## src/rtl/synth_regs_pkg.sv

```systemverilog
package synth_regs_pkg;

    localparam int NUM_VOICES     = 3;
    localparam int REGS_PER_VOICE = 7;
    localparam int ADDR_W         = 5;
    localparam int DATA_W         = 8;
    localparam int FREQ_W         = 16;
    localparam int PW_W           = 12;
    localparam int NIB_W          = 4;
    localparam int CUT_W          = 11;

    localparam logic [ADDR_W-1:0] A_CUT_LO    = 5'h15;
    localparam logic [ADDR_W-1:0] A_CUT_HI    = 5'h16;
    localparam logic [ADDR_W-1:0] A_RES_ROUTE = 5'h17;
    localparam logic [ADDR_W-1:0] A_MODE_VOL  = 5'h18;
    localparam logic [ADDR_W-1:0] A_POT_X     = 5'h19;
    localparam logic [ADDR_W-1:0] A_POT_Y     = 5'h1A;
    localparam logic [ADDR_W-1:0] A_OSC3      = 5'h1B;
    localparam logic [ADDR_W-1:0] A_ENV3      = 5'h1C;

    // reset qualifier: running, counting low samples, holding clear
    typedef enum logic [1:0] {
        RQ_RUN   = 2'd0,
        RQ_COUNT = 2'd1,
        RQ_HOLD  = 2'd2
    } rq_state_e;

    // pot sampler: inside the measuring window, or waiting for period end
    typedef enum logic {
        PS_WINDOW = 1'b0,
        PS_IDLE   = 1'b1
    } ps_state_e;

endpackage

```

## src/rtl/synth_rst_qual.sv

```systemverilog
module synth_rst_qual
    import synth_regs_pkg::*;
#(
    parameter int MIN_LOW = 10
) (
    input  logic clk,
    input  logic rst_n,
    output logic clear_o
);
    localparam int CNT_W = $clog2(MIN_LOW + 1);

    rq_state_e        state_q, state_d;
    logic [CNT_W-1:0] cnt_q, cnt_d;

    always_ff @(posedge clk) begin
        state_q <= state_d;
        cnt_q   <= cnt_d;
    end

    always_comb begin
        state_d = state_q;
        cnt_d   = cnt_q;
        unique case (state_q)
            RQ_RUN: begin
                if (!rst_n) begin
                    state_d = RQ_COUNT;
                    cnt_d   = CNT_W'(1);
                end
            end
            RQ_COUNT: begin
                if (rst_n) begin
                    state_d = RQ_RUN;
                    cnt_d   = '0;
                end else if (cnt_q == CNT_W'(MIN_LOW - 1)) begin
                    state_d = RQ_HOLD;
                end else begin
                    cnt_d = cnt_q + CNT_W'(1);
                end
            end
            RQ_HOLD: begin
                if (rst_n) begin
                    state_d = RQ_RUN;
                    cnt_d   = '0;
                end
            end
            default: begin
                state_d = RQ_RUN;
                cnt_d   = '0;
            end
        endcase
    end

    always_comb begin
        clear_o = 1'b0;
        unique case (state_q)
            RQ_COUNT: clear_o = !rst_n && (cnt_q == CNT_W'(MIN_LOW - 1));
            RQ_HOLD:  clear_o = !rst_n;
            default:  clear_o = 1'b0;
        endcase
    end

endmodule

```

## src/rtl/synth_pot_sampler.sv

```systemverilog
module synth_pot_sampler
    import synth_regs_pkg::*;
#(
    parameter int PERIOD   = 512,
    parameter int WINDOW   = 256,
    parameter int CHANNELS = 2,
    parameter int VAL_W    = 8
) (
    input  logic                      clk,
    input  logic                      clear_i,
    input  logic [CHANNELS-1:0]       thr_i,
    output logic [CHANNELS*VAL_W-1:0] pot_o
);
    localparam int               PC_W  = $clog2(PERIOD);
    localparam logic [VAL_W-1:0] V_MAX = {VAL_W{1'b1}};

    ps_state_e       state_q, state_d;
    logic [PC_W-1:0] pc_q;
    logic            latch;
    logic            in_window;

    always_ff @(posedge clk) begin
        if (clear_i) begin
            state_q <= PS_WINDOW;
            pc_q    <= '0;
        end else begin
            state_q <= state_d;
            pc_q    <= latch ? '0 : pc_q + PC_W'(1);
        end
    end

    always_comb begin
        state_d   = state_q;
        latch     = 1'b0;
        in_window = 1'b0;
        unique case (state_q)
            PS_WINDOW: begin
                in_window = 1'b1;
                if (pc_q == PC_W'(WINDOW - 1)) state_d = PS_IDLE;
            end
            PS_IDLE: begin
                if (pc_q == PC_W'(PERIOD - 1)) begin
                    latch   = 1'b1;
                    state_d = PS_WINDOW;
                end
            end
            default: state_d = PS_WINDOW;
        endcase
    end

    for (genvar c = 0; c < CHANNELS; c++) begin : g_chan
        logic [VAL_W-1:0] acc_q;
        logic [VAL_W-1:0] val_q;
        logic             hit_q;

        always_ff @(posedge clk) begin
            if (clear_i) begin
                acc_q <= '0;
                val_q <= '0;
                hit_q <= 1'b0;
            end else if (latch) begin
                val_q <= acc_q;
                acc_q <= '0;
                hit_q <= 1'b0;
            end else if (in_window && !hit_q) begin
                if (thr_i[c])           hit_q <= 1'b1;
                else if (acc_q != V_MAX) acc_q <= acc_q + VAL_W'(1);
            end
        end

        assign pot_o[c*VAL_W +: VAL_W] = val_q;
    end

endmodule

```

## src/rtl/synth_reg_bank.sv

```systemverilog
module synth_reg_bank
    import synth_regs_pkg::*;
(
    input  logic                           clk,
    input  logic                           clear_i,
    input  logic                           wr_en_i,
    input  logic [ADDR_W-1:0]              addr_i,
    input  logic [DATA_W-1:0]              wdata_i,
    output logic [NUM_VOICES*FREQ_W-1:0]   freq_o,
    output logic [NUM_VOICES*PW_W-1:0]     pw_o,
    output logic [NUM_VOICES*DATA_W-1:0]   ctrl_o,
    output logic [NUM_VOICES*NIB_W-1:0]    attack_o,
    output logic [NUM_VOICES*NIB_W-1:0]    decay_o,
    output logic [NUM_VOICES*NIB_W-1:0]    sustain_o,
    output logic [NUM_VOICES*NIB_W-1:0]    release_o,
    output logic [CUT_W-1:0]               cutoff_o,
    output logic [NIB_W-1:0]               resonance_o,
    output logic [NIB_W-1:0]               route_o,
    output logic [2:0]                     mode_o,
    output logic                           v3_off_o,
    output logic [NIB_W-1:0]               volume_o
);

    for (genvar v = 0; v < NUM_VOICES; v++) begin : g_voice
        localparam int BASE = v * REGS_PER_VOICE;

        logic [FREQ_W-1:0] freq_q;
        logic [PW_W-1:0]   pw_q;
        logic [DATA_W-1:0] ctrl_q;
        logic [DATA_W-1:0] ad_q;
        logic [DATA_W-1:0] sr_q;
        logic              sel;
        logic [ADDR_W-1:0] ofs;

        assign sel = wr_en_i && (addr_i >= ADDR_W'(BASE))
                             && (addr_i <  ADDR_W'(BASE + REGS_PER_VOICE));
        assign ofs = addr_i - ADDR_W'(BASE);

        always_ff @(posedge clk) begin
            if (clear_i) begin
                freq_q <= '0;
                pw_q   <= '0;
                ctrl_q <= '0;
                ad_q   <= '0;
                sr_q   <= '0;
            end else if (sel) begin
                case (ofs)
                    5'd0:    freq_q[7:0]  <= wdata_i;
                    5'd1:    freq_q[15:8] <= wdata_i;
                    5'd2:    pw_q[7:0]    <= wdata_i;
                    5'd3:    pw_q[11:8]   <= wdata_i[3:0];
                    5'd4:    ctrl_q       <= wdata_i;
                    5'd5:    ad_q         <= wdata_i;
                    5'd6:    sr_q         <= wdata_i;
                    default: ;
                endcase
            end
        end

        assign freq_o   [v*FREQ_W +: FREQ_W] = freq_q;
        assign pw_o     [v*PW_W   +: PW_W]   = pw_q;
        assign ctrl_o   [v*DATA_W +: DATA_W] = ctrl_q;
        assign attack_o [v*NIB_W  +: NIB_W]  = ad_q[7:4];
        assign decay_o  [v*NIB_W  +: NIB_W]  = ad_q[3:0];
        assign sustain_o[v*NIB_W  +: NIB_W]  = sr_q[7:4];
        assign release_o[v*NIB_W  +: NIB_W]  = sr_q[3:0];
    end

    logic [CUT_W-1:0]  cut_q;
    logic [DATA_W-1:0] res_route_q;
    logic [DATA_W-1:0] mode_vol_q;

    always_ff @(posedge clk) begin
        if (clear_i) begin
            cut_q       <= '0;
            res_route_q <= '0;
            mode_vol_q  <= '0;
        end else if (wr_en_i) begin
            case (addr_i)
                A_CUT_LO:    cut_q[2:0]  <= wdata_i[2:0];
                A_CUT_HI:    cut_q[10:3] <= wdata_i;
                A_RES_ROUTE: res_route_q <= wdata_i;
                A_MODE_VOL:  mode_vol_q  <= wdata_i;
                default: ;
            endcase
        end
    end

    assign cutoff_o    = cut_q;
    assign resonance_o = res_route_q[7:4];
    assign route_o     = res_route_q[3:0];
    assign v3_off_o    = mode_vol_q[7];
    assign mode_o      = mode_vol_q[6:4];
    assign volume_o    = mode_vol_q[3:0];

endmodule

```

## src/rtl/synth_host_regs.sv

```systemverilog
module synth_host_regs
    import synth_regs_pkg::*;
#(
    parameter int RST_MIN_LOW = 10,
    parameter int POT_PERIOD  = 512,
    parameter int POT_WINDOW  = 256
) (
    input  logic        clk,
    input  logic        rst_n,
    input  logic        cs_n,
    input  logic        xfer_ph,
    input  logic        rw_rd,
    input  logic [4:0]  addr,
    input  logic [7:0]  wdata,
    output logic [7:0]  rdata,
    output logic        rdata_oe,
    input  logic        pot_x_thr,
    input  logic        pot_y_thr,
    input  logic [7:0]  osc3_byte,
    input  logic [7:0]  env3_byte,
    output logic [47:0] freq_o,
    output logic [35:0] pw_o,
    output logic [23:0] ctrl_o,
    output logic [11:0] attack_o,
    output logic [11:0] decay_o,
    output logic [11:0] sustain_o,
    output logic [11:0] release_o,
    output logic [10:0] cutoff_o,
    output logic [3:0]  resonance_o,
    output logic [3:0]  route_o,
    output logic [2:0]  mode_o,
    output logic        v3_off_o,
    output logic [3:0]  volume_o
);
    localparam int POT_CH = 2;

    logic                       clear;
    logic                       bus_sel;
    logic                       wr_en;
    logic                       rd_en;
    logic [POT_CH*DATA_W-1:0]   pot_bus;

    assign bus_sel = !cs_n && xfer_ph;
    assign wr_en   = bus_sel && !rw_rd && !clear;
    assign rd_en   = bus_sel && rw_rd;

    synth_rst_qual #(.MIN_LOW(RST_MIN_LOW)) u_rst (
        .clk     (clk),
        .rst_n   (rst_n),
        .clear_o (clear)
    );

    synth_pot_sampler #(
        .PERIOD   (POT_PERIOD),
        .WINDOW   (POT_WINDOW),
        .CHANNELS (POT_CH),
        .VAL_W    (DATA_W)
    ) u_pot (
        .clk     (clk),
        .clear_i (clear),
        .thr_i   ({pot_y_thr, pot_x_thr}),
        .pot_o   (pot_bus)
    );

    synth_reg_bank u_bank (
        .clk         (clk),
        .clear_i     (clear),
        .wr_en_i     (wr_en),
        .addr_i      (addr),
        .wdata_i     (wdata),
        .freq_o      (freq_o),
        .pw_o        (pw_o),
        .ctrl_o      (ctrl_o),
        .attack_o    (attack_o),
        .decay_o     (decay_o),
        .sustain_o   (sustain_o),
        .release_o   (release_o),
        .cutoff_o    (cutoff_o),
        .resonance_o (resonance_o),
        .route_o     (route_o),
        .mode_o      (mode_o),
        .v3_off_o    (v3_off_o),
        .volume_o    (volume_o)
    );

    assign rdata_oe = rd_en;

    always_comb begin
        rdata = '0;
        if (rd_en) begin
            case (addr)
                A_POT_X: rdata = pot_bus[7:0];
                A_POT_Y: rdata = pot_bus[15:8];
                A_OSC3:  rdata = osc3_byte;
                A_ENV3:  rdata = env3_byte;
                default: rdata = '0;
            endcase
        end
    end

endmodule

```

## config.mk

```make
export PLATFORM = sky130hd
export DESIGN_NAME = synth_host_regs
export DESIGN_NICKNAME = d
export VERILOG_FILES = /design/src/rtl/synth_regs_pkg.sv /design/src/rtl/synth_rst_qual.sv /design/src/rtl/synth_pot_sampler.sv /design/src/rtl/synth_reg_bank.sv /design/src/rtl/synth_host_regs.sv
export SDC_FILE = /design/constraint.sdc
export NUM_CORES = 1
export LEC_CHECK = 0
export BUFFER_PORTS_ARGS = -buffer_cell sky130_fd_sc_hd__buf_4
export CORE_MARGIN = 2
export CORE_UTILIZATION = 50
export DETAILED_ROUTE_END_ITERATION = 8
export PLACE_DENSITY = 0.75
export SLEW_MARGIN = 30
export SYNTH_ARGS = -nofsm -noshare
export SYNTH_HDL_FRONTEND = slang
export SYNTH_SLANG_ARGS = --single-unit
```

## constraint.sdc

```tcl
create_clock -name clk -period 2.7 [get_ports clk]
set_input_delay 0.135 -clock clk [delete_from_list [all_inputs] [get_ports clk]]
set_output_delay 0.135 -clock clk [all_outputs]
set_load 0.01 [all_outputs]
```

==> metrics.md <==
| Metric | Value |
|---|---|
| Status | `finished clean` |
| Int Pwr | `7250 µW` |
| Setup crit start | `u_rst.state_q[1]$_DFFE_PP_` |
| Reg2reg setup slack | `0.14 ns` |
| WS Path Type | `flop to flop` |
| Hold depth | `3` |
| Req. time, crit path | `3.13 ns` |
| Wire per inst | `18.6 µm` |
| Vias in the first global route | `8350` |
| Combinational Power Share | `0.229` |
| CTS buffer count | `24` |
| DRC violations left | `0` |
| WL met3 | `2440 µm` |
| Most common cell after layout, fill and taps aside | `buf_4` |
| Endpoints failing setup | `0` |
| Num rows | `51` |
| RSZ-0062 raised after global routing | `false` |
| Drt pass-1 iters | `6` |
| Power Density | `818 mW/mm²` |
| CP Max Fanout | `63` |
| Max Clock Freq | `0.391 GHz` |
| GPL Wtd Cong | `0.816` |
| Hold WC Path Type | `primary input to flop` |
| Seq cells post-synth | `233` |
| Area after DPL | `0.0118 mm²` |
| H-tree Lvls | `1` |
| CP cell instances | `inv_1 -> ha_1 -> nor2b_1 -> a211o_2 -> buf_12 -> o21ai_0 -> a21oi_1` |
| Setup_tns | `0 ns` |
| Worst R2R End | `u_bank.mode_vol_q[7]$_SDFFE_PP0P_` |
| R2R Path Start | `u_rst.state_q[1]$_DFFE_PP_` |
| Worst-path clk slew | `0.06 ns` |
| CTS sink cnt | `233` |
| Met2 routed WL | `13800 µm` |
| Synth async-reset ratio | `0` |
| Cts repair resizes | `0` |
| Top FF cell, synth | `dfxtp_1` |
| Total Power | `10300 µW` |
| Post-DP HPWL | `19600 µm` |
| Worst vdd ir | `0.442 mV` |
| Max layer used | `met4` |
| Diode count | `0` |
| P_leak | `0.00542 µW` |
| Post-Syn Instances | `1130` |
| DIE HEIGHT | `145 µm` |
| Final Cycle Share | `0.947` |
| # nets final | `1355` |
| Switching Share | `0.299` |
| GRT overflow | `0` |
| Filler instances | `1665` |
| Die ar. | `0.0209 mm²` |
| Period minus WS final | `2.56 ns` |
| Worst hold path endpoint | `u_bank.cutoff_o[9]$_SDFFE_PP0P_` |
| CTS tree | `yes` |
| Flop pwr share | `0.435` |
| Commonest non-fill, non-tap cells in the layout | `255 x buf_4, 227 x dfxtp_1, 150 x a21oi_1` |
| Final Skew | `0.00631 ns` |
| Layout Utilization | `0.652` |
| Slowest-stage cell, CP | `nor2b_1` |
| First-pass GRT wire length | `44900 µm` |
| Crit. End Element | `flop` |
| Root Driver | `clkbuf_16` |
| Design Area, Final | `0.0126 mm²` |
| WL met1 | `12600 µm` |
| Antenna-violating nets left | `0` |
| Die W | `145 µm` |
| Mean Syn Cell Area | `8.74 µm²` |
| Reg2reg path depth | `7` |
| Initial Util | `0.509` |
| Share of cells above drive strength 1 | `0.240` |
| Via density | `5.80` |
| Post-CTS Setup Bufs | `0` |
| Synth area leaders | `dfxtp_1 46%, a21oi_1 7.6%, mux2i_1 6.5%` |
| Worst path max stage delay | `0.77 ns` |
| Net count after synthesis | `1177` |
| Antenna violations before repair | `0` |
| Clock Path Buffers | `3` |
| Hold Startpoint | `wdata[6]` |
| Post-synth EDFFs | `6` |
| Mapped Area | `0.00987 mm²` |
| Multi-input gate area | `0.00460 mm²` |
| Part of the power in the clock network | `0.337` |
| Worst skew pair latency | `0.51 ns` |
| Fin Hold WS | `0.0234 ns` |
| Vias | `9224` |
| Worst EP arrival | `2.99 ns` |
| Layout area overhead | `28.1%` |
| Gr usage total | `0.270` |
| Routed wire length | `29600 µm` |
| Storage cell area | `0.00472 mm²` |
| Yosys cell types | `52` |
| Synth area leader | `dfxtp_1` |
| NetSw | `3090 µW` |
| Register area share after synthesis | `0.479` |
| Max Cap Viol | `0` |
| Core ar. | `0.0194 mm²` |
| Max Transition Viols Final | `0` |
| Final count of hold timing violations | `0` |
| Worst setup SP type | `flop` |
| # IOs | `228` |
| PortBufs | `227` |
| # hold bufs at CTS | `2` |
| Worst-Margin Slew | `0.974 ns` |
| Worst slew margin | `0.349` |
| Post-synth top area share | `0.460` |
| Initial DRC Count | `842` |
| Syn. warnings | `0` |
| Pin count of the biggest net entering global routing | `77` |
## final cells by class
class                           count  share of cell area
Tap cell                          265              0.0262
Multi-Input combinational cell    772               0.364
Clock inverter                      9             0.00772
Clock buffer                       34              0.0594
Inverter                           12             0.00356
Timing Repair Buffer              265               0.166
Sequential cell                   233               0.374
## stage by stage
stage	setup WS, ns	instances
4_1_cts	0.135	1590
2_1_floorplan	0.550	1130
3_3_place_gp	0.263	1545
6_report	0.142	1590
3_5_place_dp	0.171	1545
5_1_grt	0.0199	1590
## sequential cells by signal, summed over array words and instances (netlist names), 11 cells and up, named ones only
register               count
u_bank.g_voice.ctrl_q     24
u_bank.g_voice.ad_q       24
u_bank.g_voice.pw_q       36
u_bank.cutoff_o           11
u_bank.g_voice.freq_q     48
u_pot.g_chan.acc_q        16
u_pot.g_chan.val_q        16
u_bank.g_voice.sr_q       24
## power groups by stage
stage / sequential, µW / clock (µW) / combinational (µW)
finish: 4500 / 3480 / 2370
global route: 4560 / 3670 / 2600
CTS: 4490 / 3520 / 2370
detailed placement: 4560 / 0 / 2350
global placement: 4540 / 0 / 2290
floorplan: 4610 / 0 / 1230
## critical path, delay by kind of cell, from the launching register on
family	cells	cell delay [ns]
AND/OR/NAND/NOR	1	0.77
AO/OA/AOI/OAI	3	0.71
flip-flops	1	0.36
buffers and inverters	2	0.33
adder cells (fa/ha/maj)	1	0.28
## worst max path at each step
stage / to / slack, ns
floorplan: u_bank.res_route_q[0]$_SDFFE_PP0P_ / 0.55
global placement: u_bank.g_voice[2].sr_q[6]$_SDFFE_PP0P_ / 0.26
detailed placement: u_bank.g_voice[2].sr_q[6]$_SDFFE_PP0P_ / 0.17
CTS: u_bank.g_voice[1].ad_q[4]$_SDFFE_PP0P_ / 0.13
global route: u_bank.mode_vol_q[5]$_SDFFE_PP0P_ / 0.02
finish: u_bank.mode_vol_q[7]$_SDFFE_PP0P_ / 0.14
## layer usage
layer	GRT usage	vias up
met1	0.379	4316
met2	0.427	441
li1	-	4417
met5	0	-
met4	0.0899	0
met3	0.0401	50
## logic make-up after synthesis
logic type	count (synthesis)	synth area share
compound gates	323	0.186
xor+xnor	19	0.0169
fa+ha+maj	11	0.0139
buf+inv	125	0.0588
flops	233	0.479
mux	64	0.0649
simple gates	355	0.181
## Yosys cell counts, types with 3 or more instances
library cell,count
nand4_2,3
clkbuf_1,55
o2bb2ai_1,8
dfxtp_1,227
buf_2,38
and3_1,12
nand3_1,98
o31ai_1,21
a22oi_1,8
o211ai_1,3
a21oi_1,150
nor2b_1,5
edfxtp_1,6
or3_1,4
inv_1,11
and3b_1,3
xnor2_1,6
buf_1,6
and4_1,3
nand2_1,105
clkbuf_2,3
a211oi_1,3
nand4_1,58
ha_1,11
o21ai_0,114
buf_6,5
buf_4,4
xor2_1,13
mux2i_1,64
nor3_1,6
nor2_1,38
nand2b_1,6
and2_1,6
Note: power is estimated with default switching activity, not from simulation.
